**config.mk**
```make
export PLATFORM = sky130hd
export DESIGN_NAME = bus_fault_status
export DESIGN_NICKNAME = d
export VERILOG_FILES = /design/src/rtl/bfs_pkg.sv /design/src/rtl/bfs_cycle_mon.sv /design/src/rtl/bfs_flag_bank.sv /design/src/rtl/bfs_rst_src.sv /design/src/rtl/bus_fault_status.sv
export SDC_FILE = /design/constraint.sdc
export NUM_CORES = 1
export LEC_CHECK = 0
export ABC_AREA = 1
export BUFFER_PORTS_ARGS = -buffer_cell sky130_fd_sc_hd__buf_4
export CORE_MARGIN = 2
export CORE_UTILIZATION = 50
export CTS_BUF_LIST = sky130_fd_sc_hd__clkbuf_4
export DETAILED_ROUTE_END_ITERATION = 10
export PLACE_DENSITY = 0.83
export REMOVE_ABC_BUFFERS = 1
export SYNTH_ARGS = -nofsm -noshare
export SYNTH_HDL_FRONTEND = slang
export SYNTH_SLANG_ARGS = --single-unit
```
**constraint.sdc**
```tcl
create_clock -name clk_i -period 2.4 [get_ports clk_i]
set_input_delay 0.48 -clock clk_i [delete_from_list [all_inputs] [get_ports clk_i]]
set_output_delay 0.48 -clock clk_i [all_outputs]
set_load 0.02 [all_outputs]
```
**src/rtl/bfs_pkg.sv**
```systemverilog
package bfs_pkg;
  localparam int unsigned NUM_FLAGS = 3;
  localparam int unsigned WPV_BIT   = 0;
  localparam int unsigned HWT_BIT   = 1;
  localparam int unsigned DCF_BIT   = 2;
  localparam int unsigned SRC_LSB   = 4;
  localparam int unsigned SRC_W     = 2;

  typedef enum logic [SRC_W-1:0] {
    SRC_POWER_ON = 2'b00,
    SRC_PINS     = 2'b01,
    SRC_SW_DOG   = 2'b10,
    SRC_WAKEUP   = 2'b11
  } rst_src_e;
endpackage

```
**src/rtl/bfs_cycle_mon.sv**
```systemverilog
module bfs_cycle_mon #(
  parameter int unsigned WDT_CYCLES = 256
) (
  input  logic clk_i,
  input  logic rst_ni,
  input  logic valid_i,
  input  logic write_i,
  input  logic hit_i,
  input  logic ro_i,
  input  logic conflict_i,
  input  logic cfg_i,
  input  logic ack_ext_i,
  input  logic ack_int_i,
  input  logic wp_en_i,
  input  logic dc_en_i,
  output logic start_o,
  output logic wp_evt_o,
  output logic dc_evt_o,
  output logic hwt_evt_o,
  output logic berr_o,
  output logic cs_o
);
  localparam int unsigned CNT_W = $clog2(WDT_CYCLES + 1);
  localparam logic [CNT_W-1:0] LAST = CNT_W'(WDT_CYCLES - 1);

  logic             in_cyc_q;
  logic [CNT_W-1:0] cnt_q;
  logic [CNT_W-1:0] cur;
  logic             ack, ro_write, term;

  assign ack      = ack_ext_i | ack_int_i;
  assign ro_write = write_i & hit_i & ro_i;
  assign start_o  = valid_i & ~in_cyc_q;
  assign cur      = start_o ? '0 : cnt_q;

  assign wp_evt_o  = start_o & ro_write;
  assign dc_evt_o  = start_o & conflict_i & ~cfg_i;
  assign hwt_evt_o = valid_i & ~ack & (cur == LAST);

  assign berr_o = (wp_evt_o & wp_en_i) | (dc_evt_o & dc_en_i) | hwt_evt_o;
  assign term   = ack | berr_o;
  // chip select held off for the whole write-protected cycle
  assign cs_o   = valid_i & hit_i & ~(write_i & ro_i);

  always_ff @(posedge clk_i or negedge rst_ni) begin
    if (!rst_ni) begin
      in_cyc_q <= 1'b0;
      cnt_q    <= '0;
    end else begin
      in_cyc_q <= valid_i & ~term;
      cnt_q    <= (valid_i & ~term) ? cur + CNT_W'(1) : '0;
    end
  end
endmodule

```
**src/rtl/bfs_flag_bank.sv**
```systemverilog
module bfs_flag_bank #(
  parameter int unsigned N = 3
) (
  input  logic         clk_i,
  input  logic         rst_ni,
  input  logic [N-1:0] set_i,
  input  logic [N-1:0] clr_i,
  input  logic         flush_i,
  output logic [N-1:0] q_o
);
  for (genvar i = 0; i < N; i++) begin : g_flag
    logic q;
    always_ff @(posedge clk_i or negedge rst_ni) begin
      if (!rst_ni)                  q <= 1'b0;
      else if (set_i[i])            q <= 1'b1;  // set beats clear and flush
      else if (clr_i[i] | flush_i)  q <= 1'b0;
    end
    assign q_o[i] = q;
  end
endmodule

```
**src/rtl/bfs_rst_src.sv**
```systemverilog
module bfs_rst_src
  import bfs_pkg::*;
(
  input  logic             clk_i,
  input  logic             rst_ni,
  input  logic [SRC_W-1:0] code_i,
  input  logic             wake_i,
  output logic [SRC_W-1:0] code_o
);
  logic     loaded_q;
  rst_src_e code_q;

  always_ff @(posedge clk_i or negedge rst_ni) begin
    if (!rst_ni) begin
      loaded_q <= 1'b0;
      code_q   <= SRC_POWER_ON;
    end else begin
      loaded_q <= 1'b1;
      if (wake_i)         code_q <= SRC_WAKEUP;
      else if (!loaded_q) code_q <= rst_src_e'(code_i);
    end
  end

  assign code_o = code_q;
endmodule

```
**src/rtl/bus_fault_status.sv**
```systemverilog
module bus_fault_status
  import bfs_pkg::*;
#(
  parameter int unsigned DATA_W     = 8,
  parameter int unsigned WDT_CYCLES = 256
) (
  input  logic              clk_i,
  input  logic              rst_ni,
  input  logic              bus_valid_i,
  input  logic              bus_write_i,
  input  logic              cs_hit_i,
  input  logic              cs_ro_i,
  input  logic              decode_conflict_i,
  input  logic              cfg_access_i,
  input  logic              ack_ext_i,
  input  logic              ack_int_i,
  input  logic              wp_berr_en_i,
  input  logic              dc_berr_en_i,
  input  logic              periph_rst_i,
  input  logic              wake_i,
  input  logic [SRC_W-1:0]  rst_code_i,
  input  logic              reg_we_i,
  input  logic [DATA_W-1:0] reg_wdata_i,
  output logic [DATA_W-1:0] reg_rdata_o,
  output logic              cs_o,
  output logic              berr_o
);
  logic                 cyc_start;
  logic                 wp_evt, dc_evt, hwt_evt;
  logic [NUM_FLAGS-1:0] flag_set, flag_clr, flags;
  logic [SRC_W-1:0]     src_code;

  bfs_cycle_mon #(.WDT_CYCLES(WDT_CYCLES)) u_mon (
    .clk_i      (clk_i),
    .rst_ni     (rst_ni),
    .valid_i    (bus_valid_i),
    .write_i    (bus_write_i),
    .hit_i      (cs_hit_i),
    .ro_i       (cs_ro_i),
    .conflict_i (decode_conflict_i),
    .cfg_i      (cfg_access_i),
    .ack_ext_i  (ack_ext_i),
    .ack_int_i  (ack_int_i),
    .wp_en_i    (wp_berr_en_i),
    .dc_en_i    (dc_berr_en_i),
    .start_o    (cyc_start),
    .wp_evt_o   (wp_evt),
    .dc_evt_o   (dc_evt),
    .hwt_evt_o  (hwt_evt),
    .berr_o     (berr_o),
    .cs_o       (cs_o)
  );

  always_comb begin
    flag_set          = '0;
    flag_set[WPV_BIT] = wp_evt;
    flag_set[HWT_BIT] = hwt_evt;
    flag_set[DCF_BIT] = dc_evt;
    flag_clr          = '0;
    flag_clr[WPV_BIT] = reg_we_i & reg_wdata_i[WPV_BIT];
    flag_clr[HWT_BIT] = reg_we_i & reg_wdata_i[HWT_BIT];
    flag_clr[DCF_BIT] = reg_we_i & reg_wdata_i[DCF_BIT];
  end

  bfs_flag_bank #(.N(NUM_FLAGS)) u_flags (
    .clk_i   (clk_i),
    .rst_ni  (rst_ni),
    .set_i   (flag_set),
    .clr_i   (flag_clr),
    .flush_i (periph_rst_i),
    .q_o     (flags)
  );

  bfs_rst_src u_src (
    .clk_i  (clk_i),
    .rst_ni (rst_ni),
    .code_i (rst_code_i),
    .wake_i (wake_i),
    .code_o (src_code)
  );

  always_comb begin
    reg_rdata_o                    = '0;
    reg_rdata_o[WPV_BIT]           = flags[WPV_BIT];
    reg_rdata_o[HWT_BIT]           = flags[HWT_BIT];
    reg_rdata_o[DCF_BIT]           = flags[DCF_BIT];
    reg_rdata_o[SRC_LSB +: SRC_W]  = src_code;
  end
endmodule

```
# Word-level counts from Yosys, hierarchy flattened
# Index checks and enable logic that the tools add are counted.
# Widths: inputs -> output; s select.
# totals
mem_count,0
ramBits,0
out_inout_bits,10
romBits,0
elab_cells,52
latchBits,0
ff_bits,16
# classes
muxes,10
shifts,0
n_bitwise,29
eq_ne,2
n_reduce_logical,3
n_mul,0
n_lt_le_gt_ge,0
div,0
add_sub_neg,1
# ops
operator,count
$mux 9,2
$and 1x1->1,17
$add 9x1->9 const B,1
$eq 9x8->1 const B,1
$or 1x1->1,7
$mux 1,6
$reduce_bool 2->1,3
$not 1->1,5
$mux 2,2
$ne 2x2->1 const B,1

# Longest topological paths before layout
# logic_depth
word_depth,11
ltp_mapped,12

# Cells and area by module
# A second synthesis with hierarchy kept.
# unflattened
hier_cells,126
hier_area_um2,953.4
# modules_own_cells
mod,cells_per_inst,seq_area_each_um2,n_inst,area_each_um2
bfs_cycle_mon,86,250.2,1,650.6
bfs_flag_bank,18,75.1,1,142.6
bfs_rst_src,12,75.1,1,111.4
bus_fault_status,10,0.0,1,48.8

# Worst setup path after synthesis
# OpenSTA, ideal clock, no wires.
# synth_timing
path_kind,input to output
startpoint,in bus_valid_i
endpoint,out berr_o
arrival_ps,1815
path_slack_ps,105
path_stages,11
cell_sequence,inv_2 nor2_2 nor2_1 ha_1 inv_1 nor2_1 nand3_1 nor3_1 ha_1 nand2_1 nand3_1
# synth_via
elab_chain_cells,6
word_cells_on_any_way,12
classes_between,eq/ne: 1; mux: 1; bitwise: 10
# synth_lines
element,line,text
start: declaration,bus_fault_status.sv:9,"input logic bus_valid_i,"
"parallel branches: the longest is 5 deep, another holds $mux 9",--,
$or 1x1->1 *,bfs_cycle_mon.sv:40,assign berr_o = (wp_evt_o & wp_en_i) | (dc_evt_o & dc_en_i) | hwt_evt_o;
end: declaration,bus_fault_status.sv:26,output logic berr_o
# Mark *: on every way between the ends.

# Final worst setup path
# layout_timing
startpoint,reg u_mon.in_cyc_q
endpoint,out berr_o
# layout_via
elab_chain_cells,7
word_cells_on_any_way,12
classes_between,eq/ne: 1; mux: 1; bitwise: 10
# layout_lines
element,line,text
start: declaration,bfs_cycle_mon.sv:26,logic in_cyc_q;
start signal: assignment,bfs_cycle_mon.sv:50,in_cyc_q <= valid_i & ~term;
$not 1->1 *,bfs_cycle_mon.sv:33,assign start_o = valid_i & ~in_cyc_q;
$and 1x1->1 *,bfs_cycle_mon.sv:33,
"parallel branches: the longest is 4 deep, another holds $mux 9",--,
$or 1x1->1 *,bfs_cycle_mon.sv:40,
# Marked as above.

==> reports/results.ini <==
[place]
dpl_cell_area_um2 = 1140
gp_congestion = 0.758
place_hpwl_um = 1450
portBuffers = 26

[sta]
min_period_ps = 2400
finalSetupViolCount = 0
grt_setup_unrepaired = true
fin_crit_sh = 0.999
skew_ps = 1.69
finalSetupTns_ps = 0
drv_slew = 0
fmax_mhz = 417
hold_viol = 0

[drt]
finalWirelength_um = 1980
drtPass1Iterations = 3
num_vias = 819
drt_iter0_markers = 19
drc = 0
avgRoutedWirePerCell_um = 11.8
drt-vias-per-instance = 4.88
antenna_left = 0

[run_status]
status = finished clean

[clocking]
cts_inserted_buffers = 3
cts.clk_slew.worst_paths_ps = 90
cts.path.max_buffers = 2
clock-root-buffer = clkbuf_4
htreeDepth = 1
insertion_delay_ps = 290
clkSinkCount = 16
hold_buffers = 0
cts_tree = yes

[logic_synthesis]
ys_seq_area_frac = 0.435
synth_top_family_by_area = simple AND/OR/NAND/NOR gates
synth_flop_cell = dfrtp_1
syn_area_um2 = 921
synthCells = 109
yosys_warnings = 0
synth-adder-area-share = 0.0272
synth_top_area_cell = dfrtp_1
async_flop_share = 1.00
synth-xor-area-share = 0.0190
synth_area_leaders = dfrtp_1 (43%), nand2_1 (8.6%), inv_1 (5.7%)
synth-simple-area-share = 0.323
synth_commonest_cells = nand2_1 (21), dfrtp_1 (16), inv_1 (14), nor2_1 (13), nand3_1 (8)
synth_cell_types = 22
synth_compound_area_frac = 0.0652
synth_top_area_share = 0.435
synth-edff-count = 0
avgSynthCellArea_um2 = 8.45
synth.area.mux_share = 0
synth.most_common_cell = nand2_1
synth_seq_cells = 16

[critical_path]
path_delay_family = simple AND/OR/NAND/NOR gates
cp_common_cell = ha_2
crit_path_cell_trace = nor2_4 -> nor2_2 -> ha_2 -> inv_2 -> nor2_1 -> nand3_1 -> nor3_2 -> ha_2 -> nand2_2 -> nand3_2 -> buf_6
slowest_delay_ps = 400
worstPathMaxFanout = 3
required_ps = 1920
crit_arrival_ps = 1920
cp_slowest_cell = dfrtp_1
endpoint_kind = output pin
path_buf_inv = 2
start_kind = flop
crit_type = reg2out

[die]
fp-row-count = 15
core_um2 = 1730
die_h_um = 46.9
initial_utilization = 0.533
pin_count = 35
die_w_um = 46.9
die-area_um2 = 2200

[finish]
design_area_um2 = 1230
final_nets = 171
area_delta_synth_final_pct = 33.4
antenna_cells = 0
fillers = 136
drive_above_1_share = 0.406
final_core_util = 0.712

[pwr]
ir_drop_mv = 0.499
powerDensity_nw_per_um2 = 423
leakage_nw = 0.602

[grt]
antenna_found_initial = 0
grt_max_degree = 17
grt_first_pass_wirelength_um = 2990
track_usage = 0.202
gr-total-overflow = 0
first_global_vias = 722

[worst_hold_path]
hold_path_class = in2async

[flow_run]
max_cap_viol_count = 0

[power breakdown]
part	internal (mW)	switching, mW
Sequential	0.276	0.00406
Combinational	0.0430	0.0472
Clock	0.0606	0.0887
[metrics by stage]
step           hold WS (ps)  total power [mW]  instances  worst slack [ps]
3_3_place_gp            351             0.369        161              37.7
2_1_floorplan           184             0.318        104              99.5
3_5_place_dp            350             0.371        161              29.8
4_1_cts                27.1             0.518        166            0.0293
5_1_grt                31.6             0.540        168              -143
6_report               25.1             0.519        168              1.34
[registers in the layout (all words and copies together) (netlist names)]
name	count
u_mon.in_cyc_q	1
u_src.code_o	2
u_flags.g_flag.q	3
u_mon.cnt_q	9
u_src.loaded_q	1
[worst register-to-register path, stage by stage (launching register included)]
cell	delay [ps]
dfrtp_1	400
nor2_4	70
nor2_2	110
ha_2	200
inv_2	40
nor2_1	80
nand3_1	110
nor3_2	180
ha_2	190
nand2_2	60
buf_4	160
nand4_4	170
nor2_1	70
[layout by cell type (no fill, tap or decap), types with 2 or more instances in the layout]
master    instances
buf_4            34
nand2_1          20
dfrtp_1          16
inv_1            13
nor2_1           11
nand3_1           7
a21oi_1           5
nor2_2            4
conb_1            4
nor2_4            3
nand3_2           3
o21ai_0           3
clkbuf_4          3
inv_2             2
nand4_2           2
xor2_1            2
a32o_1            2
ha_2              2
[area by class of cell]
| type | count | area, µm² | area share |
|---|---|---|---|
| timing repair buffer | 35 | 267 | 0.217 |
| sequential | 16 | 400 | 0.326 |
| clock buffer | 3 | 22.5 | 0.0183 |
| inverter | 15 | 56.3 | 0.0458 |
| multi-input combinational | 73 | 448 | 0.365 |
| tap | 25 | 31.3 | 0.0255 |
| clock inverter | 1 | 3.75 | 0.00305 |
[worst paths after layout]
| check | from | endpoint | slack, ps | depth (start not counted) |
|---|---|---|---|---|
| max | u_mon.in_cyc_q | berr_o | 1 | 11 |
| min | rst_ni | u_mon.cnt_q[3] | 30 | 1 |
| max reg2reg | u_mon.in_cyc_q | u_mon.cnt_q[5] | 460 | 12 |
| min reg2reg | u_flags.g_flag[0].q | u_flags.g_flag[0].q | 500 | 1 |
| max in group asynchronous | rst_ni | u_mon.cnt_q[1] | 2190 | 1 |
| min in group clk_i | wake_i | u_src.code_o[1] | 390 | 3 |
[metal layers]
layer / vias up / share of wire / global-route usage
met4: 0 / 0.035 / 0.144
met2: 22 / 0.53 / 0.332
met1: 388 / 0.39 / 0.235
li1: 403 / - / -
met5: - / 0 / 0
met3: 6 / 0.041 / 0.0385
[timing repair]
action / in CTS / in global routing
setup endpoints to repair: 1 / 1
pin swaps: 0 / 7
setup buffers: 1 / 2
gates resized for setup: 1 / 10
cloned: 0 / 0
[logic make-up (layout without fill, tap and decap cells)]
| logic type | after synthesis | count (layout) |
|---|---|---|
| simple gates | 55 | 55 |
| buf+inv | 22 | 54 |
| flops | 16 | 16 |
| compound gates | 10 | 10 |
| fa+ha+maj | 2 | 2 |
| other cells | 2 | 4 |
| xor+xnor | 2 | 2 |
Note: power is estimated with default switching activity, not from simulation.
